--- src/rtl/pwm_pkg.sv ---
package pwm_pkg;
  typedef enum logic [1:0] {
    KIND_PRIVATE = 2'd0,
    KIND_LOCAL   = 2'd1,
    KIND_REMOTE  = 2'd2
  } acc_kind_e;

  typedef enum logic [1:0] {
    SEL_SYS_PAGE  = 2'd0,
    SEL_PROC_PAGE = 2'd1,
    SEL_BASE      = 2'd2,
    SEL_BOUND     = 2'd3
  } cfg_sel_e;
endpackage

--- src/rtl/pwm_cfg_regs.sv ---
module pwm_cfg_regs #(
  parameter int PAGE_W = 4,
  parameter int SYS_AW = 32
) (
  input  logic              clk_i,
  input  logic              rst_ni,
  input  logic              we_i,
  input  logic [1:0]        sel_i,
  input  logic [SYS_AW-1:0] data_i,
  output logic [PAGE_W-1:0] sys_page_o,
  output logic [PAGE_W-1:0] proc_page_o,
  output logic [SYS_AW-1:0] base_o,
  output logic [SYS_AW-1:0] bound_o
);
  import pwm_pkg::*;

  always_ff @(posedge clk_i or negedge rst_ni) begin
    if (!rst_ni) begin
      sys_page_o  <= '0;
      proc_page_o <= '0;
      base_o      <= '0;
      bound_o     <= '0;
    end else if (we_i) begin
      case (cfg_sel_e'(sel_i))
        SEL_SYS_PAGE:  sys_page_o  <= data_i[PAGE_W-1:0];
        SEL_PROC_PAGE: proc_page_o <= data_i[PAGE_W-1:0];
        SEL_BASE:      base_o      <= data_i;
        default:       bound_o     <= data_i;
      endcase
    end
  end

  AST_CFG_HOLD: assert property (@(posedge clk_i) disable iff (!rst_ni)
    !we_i |=> ($stable(sys_page_o) && $stable(proc_page_o) && $stable(base_o) && $stable(bound_o)));
endmodule

--- src/rtl/pwm_win_cmp.sv ---
module pwm_win_cmp #(
  parameter int W = 32
) (
  input  logic [W-1:0] addr_i,
  input  logic [W-1:0] base_i,
  input  logic [W-1:0] bound_i,
  output logic         hit_o
);
  logic open_win;
  logic ge_base;
  logic lt_bound;

  // empty when bound <= base
  assign open_win = bound_i > base_i;
  assign ge_base  = addr_i >= base_i;
  assign lt_bound = addr_i < bound_i;
  assign hit_o    = open_win && ge_base && lt_bound;
endmodule

--- src/rtl/page_window_map.sv ---
module page_window_map #(
  parameter int PROC_AW = 36,
  parameter int SYS_AW  = 32
) (
  input  logic               clk_i,
  input  logic               rst_ni,
  input  logic               cfg_we_i,
  input  logic [1:0]         cfg_sel_i,
  input  logic [SYS_AW-1:0]  cfg_data_i,
  input  logic               p_req_i,
  input  logic [PROC_AW-1:0] p_addr_i,
  output logic               p_vld_o,
  output logic [1:0]         p_kind_o,
  output logic [SYS_AW-1:0]  p_fwd_addr_o,
  input  logic               s_req_i,
  input  logic [SYS_AW-1:0]  s_addr_i,
  output logic               s_vld_o,
  output logic               s_hit_o,
  output logic [PROC_AW-1:0] s_proc_addr_o
);
  import pwm_pkg::*;

  localparam int PAGE_W = PROC_AW - SYS_AW;

  logic [PAGE_W-1:0] sys_page, proc_page;
  logic [SYS_AW-1:0] base, bound;
  logic              p_win, s_win, p_in_page;

  pwm_cfg_regs #(.PAGE_W(PAGE_W), .SYS_AW(SYS_AW)) u_cfg (
    .clk_i       (clk_i),
    .rst_ni      (rst_ni),
    .we_i        (cfg_we_i),
    .sel_i       (cfg_sel_i),
    .data_i      (cfg_data_i),
    .sys_page_o  (sys_page),
    .proc_page_o (proc_page),
    .base_o      (base),
    .bound_o     (bound)
  );

  pwm_win_cmp #(.W(SYS_AW)) u_p_win (
    .addr_i  (p_addr_i[SYS_AW-1:0]),
    .base_i  (base),
    .bound_i (bound),
    .hit_o   (p_win)
  );

  pwm_win_cmp #(.W(SYS_AW)) u_s_win (
    .addr_i  (s_addr_i),
    .base_i  (base),
    .bound_i (bound),
    .hit_o   (s_win)
  );

  assign p_in_page = p_addr_i[PROC_AW-1:SYS_AW] == sys_page;

  always_ff @(posedge clk_i or negedge rst_ni) begin
    if (!rst_ni) begin
      p_vld_o      <= 1'b0;
      p_kind_o     <= KIND_PRIVATE;
      p_fwd_addr_o <= '0;
    end else begin
      p_vld_o      <= p_req_i;
      p_kind_o     <= KIND_PRIVATE;
      p_fwd_addr_o <= '0;
      if (p_req_i && p_in_page) begin
        if (p_win) begin
          p_kind_o <= KIND_LOCAL;
        end else begin
          p_kind_o     <= KIND_REMOTE;
          p_fwd_addr_o <= p_addr_i[SYS_AW-1:0];
        end
      end
    end
  end

  always_ff @(posedge clk_i or negedge rst_ni) begin
    if (!rst_ni) begin
      s_vld_o       <= 1'b0;
      s_hit_o       <= 1'b0;
      s_proc_addr_o <= '0;
    end else begin
      s_vld_o       <= s_req_i;
      s_hit_o       <= s_req_i && s_win;
      s_proc_addr_o <= (s_req_i && s_win) ? {proc_page, s_addr_i} : '0;
    end
  end

  AST_P_LATENCY: assert property (@(posedge clk_i) disable iff (!rst_ni)
    p_req_i |=> p_vld_o);
  AST_P_IDLE: assert property (@(posedge clk_i) disable iff (!rst_ni)
    !p_vld_o |-> (p_kind_o == KIND_PRIVATE && p_fwd_addr_o == '0));
  AST_NO_LEAK: assert property (@(posedge clk_i) disable iff (!rst_ni)
    (p_kind_o != KIND_REMOTE) |-> (p_fwd_addr_o == '0));
  AST_REMOTE_FWD: assert property (@(posedge clk_i) disable iff (!rst_ni)
    (p_vld_o && p_kind_o == KIND_REMOTE) |-> (p_fwd_addr_o == $past(p_addr_i[SYS_AW-1:0])));
  AST_S_EXTEND: assert property (@(posedge clk_i) disable iff (!rst_ni)
    s_hit_o |-> (s_vld_o && s_proc_addr_o[SYS_AW-1:0] == $past(s_addr_i)));
  AST_S_MISS_ZERO: assert property (@(posedge clk_i) disable iff (!rst_ni)
    !s_hit_o |-> (s_proc_addr_o == '0));
  AST_KIND_LEGAL: assert property (@(posedge clk_i) disable iff (!rst_ni)
    p_kind_o != 2'd3);
endmodule

--- config.mk ---
export PLATFORM = sky130hd
export DESIGN_NAME = page_window_map
export DESIGN_NICKNAME = d
export VERILOG_FILES = /design/src/rtl/pwm_pkg.sv /design/src/rtl/pwm_cfg_regs.sv /design/src/rtl/pwm_win_cmp.sv /design/src/rtl/page_window_map.sv
export SDC_FILE = /design/constraint.sdc
export NUM_CORES = 1
export LEC_CHECK = 0
export BUFFER_PORTS_ARGS = -buffer_cell sky130_fd_sc_hd__buf_2
export CAP_MARGIN = 10
export CORE_AREA = 2 2 156 112
export DETAILED_ROUTE_END_ITERATION = 10
export DIE_AREA = 0 0 158 114
export PLACE_DENSITY = 0.79
export SKIP_CTS_REPAIR_TIMING = 1
export SLEW_MARGIN = 20
export SYNTH_ARGS = -nofsm -noshare
export SYNTH_HDL_FRONTEND = slang
export SYNTH_SLANG_ARGS = --single-unit
export TNS_END_PERCENT = 100
--- constraint.sdc ---
create_clock -name clk_i -period 3.6 [get_ports clk_i]
set_clock_uncertainty 0.2 [all_clocks]
set_input_delay 0.54 -clock clk_i [delete_from_list [all_inputs] [get_ports clk_i]]
set_output_delay 0.54 -clock clk_i [all_outputs]
set_load 0.01 [all_outputs]
==> metrics.yaml <==
detailed_routing:
  routed-wl-met3_mm: 1.86
  avgViaCountPerCell: 5.58
  wl_mm: 23.2
  drtIter0Drc: 388
  drc_errors: 0
  wl_met2_mm: 9.78
  dr.pass1.iters: 5
  highest-signal-layer: "met5"
  m1WireLength_mm: 11.2
  wire_per_inst_microns: 18.6
  ant_nets: 0
  via_count: 6971
final_layout:
  synthToLayoutAreaGrowth_pct: 19.9
  diodes: 0
  final_cells: 1250
  fin_nets: 1271
  drive_above_1_share_pct: 32.3
setup_path:
  worstPathCellList: "inv_1, ha_1, a41oi_1, o21ai_0, a21o_1, a31oi_1, o21ai_0, nor4_4, buf_4, and2_1"
  slowest_stage: "nor4_4"
  crit_top_cell: "o21ai_0"
  cp_max_fo: 14
  slowest_delay_ns: 0.57
  worstSetupStartpointType: "register"
  cp.arrival_ns: 3.38
  cp.required_ns: 3.77
  setup.worst_path.end_class: "register"
  path_class: "register to register"
  worst-r2r-setup-slack_ns: 0.39
global_routing:
  grt_max_degree: 63
  grt_usage_pct: 26.5
  grt_pass1_wl_mm: 36.0
  grt_overflow: 0
  antenna_found_initial: 1
  grt_pass1_vias: 6840
logic_synthesis:
  syn_nets: 1081
  ys_types: 54
  synth_ff_type: "dfrtp_1"
  synth_edf_count: 0
  ys_seq_area_share_pct: 40.5
  synth_area_per_cell_sq_um: 11.0
  syn_inst: 816
  async_reset_ff_share_pct: 100
  ys_warn_count: 0
  ys_seq_elements: 145
  netlist_area_sq_um: 8960
clocking:
  clock_latency_ns: 0.43
  clkSinkCount: 145
  tritoncts: "done"
  cts_buffers: 17
  clk_pin_slew_ns: 0.06
  cts-root-buf: "clkbuf_16"
  htreeDepth: 4
  clockBufferDepth: 2
pwr:
  irDropWorstVdd_v: 0.000343
  leakage_nw: 5.66
  total_power_mw: 5.52
  powerDensity_nw_per_um2: 514
sta:
  rsz0062_at_grt: "no"
  setup_violations: 0
  drv_slew: 0
  maxSlewHeadroom_pct: 49.6
  fin_crit_sh_pct: 89.1
  worst_pin_slew_ns: 0.755
  whs_ns: 0.0275
  tns_ns: 0
  finalHoldViolCount: 0
  finalWorstSetupSlack_ns: 0.394
  fin_crit_ns: 3.21
  max_freq_mhz: 312
floorplan:
  placeableCoreArea_sq_um: 16700
  rows: 40
  start_util_pct: 53.6
  dieArea_sq_um: 18000
  ios: 180
  die_h_microns: 114
  die_w_microns: 158
job:
  drv_cap: 0
placement:
  placedCellCount: 1217
  dp_slack_ns: 0.300
  gp_congestion: 0.941
  portBuffers: 179
  hpwl_mm: 17.8
hold_path:
  holdCritPathClass: "primary input to register"
run_status:
  status: "finished, final reports clean"
==> kinds of logic (layout without fill, tap and decap cells) <==
group,Yosys count,count (layout),share of synthesized area [%]
AO/OA/AOI/OAI,140,140,9.85
AND/OR/NAND/NOR,209,209,14.0
buffers and inverters,92,295,4.57
multiplexers,71,71,8.93
XOR/XNOR,1,1,0.0978
flip-flops,145,145,40.5
adder cells (fa/ha/maj),158,158,22.1
==> per-stage QoR <==
step / cell area, sq um / utilization, %
floorplan: 8960 / -
global placement: 10100 / 60.7
detailed placement: 10100 / 60.7
CTS: 10700 / 64.2
global route: 10700 / 64.2
finish: 10700 / 64.2
==> cells in the mapped netlist (all sizes together) (3+ instances only) <==
library cell / instances / area [sq um]
dfrtp: 145 / 3630
nand3: 6 / 30.0
nor4: 6 / 52.6
clkbuf: 7 / 26.3
o21ai: 29 / 145
buf: 13 / 113
nor3b: 36 / 410
nand2: 65 / 244
a211oi: 5 / 37.5
nand3b: 3 / 22.5
and4: 7 / 61.3
a21oi: 54 / 278
nand2b: 6 / 37.5
nor3: 4 / 25.0
nor2: 45 / 169
a2111oi: 3 / 26.3
a221oi: 3 / 26.3
nor2b: 6 / 37.5
a21o: 24 / 180
ha: 158 / 1980
mux2: 71 / 800
inv: 72 / 270
nand4: 20 / 125
==> report_power, final <==
part	switching [mW]	total [mW]	internal, mW	leakage (nW)
Clock	0.708	1.76	1.06	0.282
Sequential	0.122	1.96	1.83	1.86
Combinational	1.04	1.79	0.750	3.52
Total	1.87	5.52	3.64	5.66
==> flip-flops by register name (all words and copies together) (netlist names) <==
register / count
s_hit_o: 1
u_cfg.proc_page_o: 4
s_proc_addr_o: 36
u_cfg.base_o: 32
p_kind_o: 2
p_fwd_addr_o: 32
s_vld_o: 1
u_cfg.bound_o: 32
u_cfg.sys_page_o: 4
p_vld_o: 1
==> placed cells by master (no fill, tap or decap), types with 5 or more instances in the layout <==
| cell | synthesis | final |
|---|---|---|
| buf_4 | 0 | 9 |
| nor2b_1 | 6 | 6 |
| nor4_1 | 5 | 5 |
| inv_1 | 72 | 72 |
| nand4_1 | 20 | 20 |
| nor3b_2 | 28 | 28 |
| nand2_1 | 65 | 65 |
| a21oi_1 | 52 | 52 |
| ha_1 | 158 | 158 |
| dfrtp_1 | 145 | 145 |
| buf_2 | 6 | 178 |
| a21o_1 | 24 | 24 |
| nor2_1 | 45 | 45 |
| clkbuf_16 | 0 | 17 |
| a211oi_1 | 5 | 5 |
| mux2_2 | 71 | 71 |
| nand2b_1 | 6 | 6 |
| nor3b_1 | 8 | 8 |
| and4_1 | 7 | 7 |
| o21ai_0 | 27 | 27 |
| nand3_1 | 6 | 6 |
==> routing by layer <==
| metal | global-route usage [%] | vias to the layer above |
|---|---|---|
| met2 | 38.4 | 231 |
| met3 | 6.95 | 40 |
| met5 | 0 | - |
| li1 | - | 3307 |
| met4 | 8.35 | 2 |
| met1 | 38.8 | 3391 |
==> worst max-delay path: cells and delay by family, from the launching register on <==
family / cells / cell delay, ns
flops: 1 / 0.39
simple gates: 2 / 0.72
buf+inv: 2 / 0.45
compound gates: 5 / 1.12
fa+ha+maj: 1 / 0.27
==> cell type report <==
| class | instances | area (sq um) |
|---|---|---|
| inverter | 72 | 270 |
| multi-input combinational | 579 | 4940 |
| sequential | 145 | 3630 |
| tap | 231 | 289 |
| fill | 1373 | 5980 |
| clock buffer | 20 | 457 |
| clock inverter | 12 | 133 |
| timing repair buffer | 191 | 1020 |
==> final timing paths <==
check	from	depth (start not counted)	end
setup / recovery	u_cfg.bound_o[7]	10	p_kind_o[0]
hold / removal	p_req_i	1	p_vld_o
setup reg to reg	u_cfg.bound_o[7]	10	p_kind_o[0]
hold reg to reg	u_cfg.base_o[21]	1	u_cfg.base_o[21]
max in group asynchronous	rst_ni	3	p_fwd_addr_o[3]
min in group asynchronous	rst_ni	2	s_proc_addr_o[12]
Note: power is estimated with default switching activity, not from simulation.
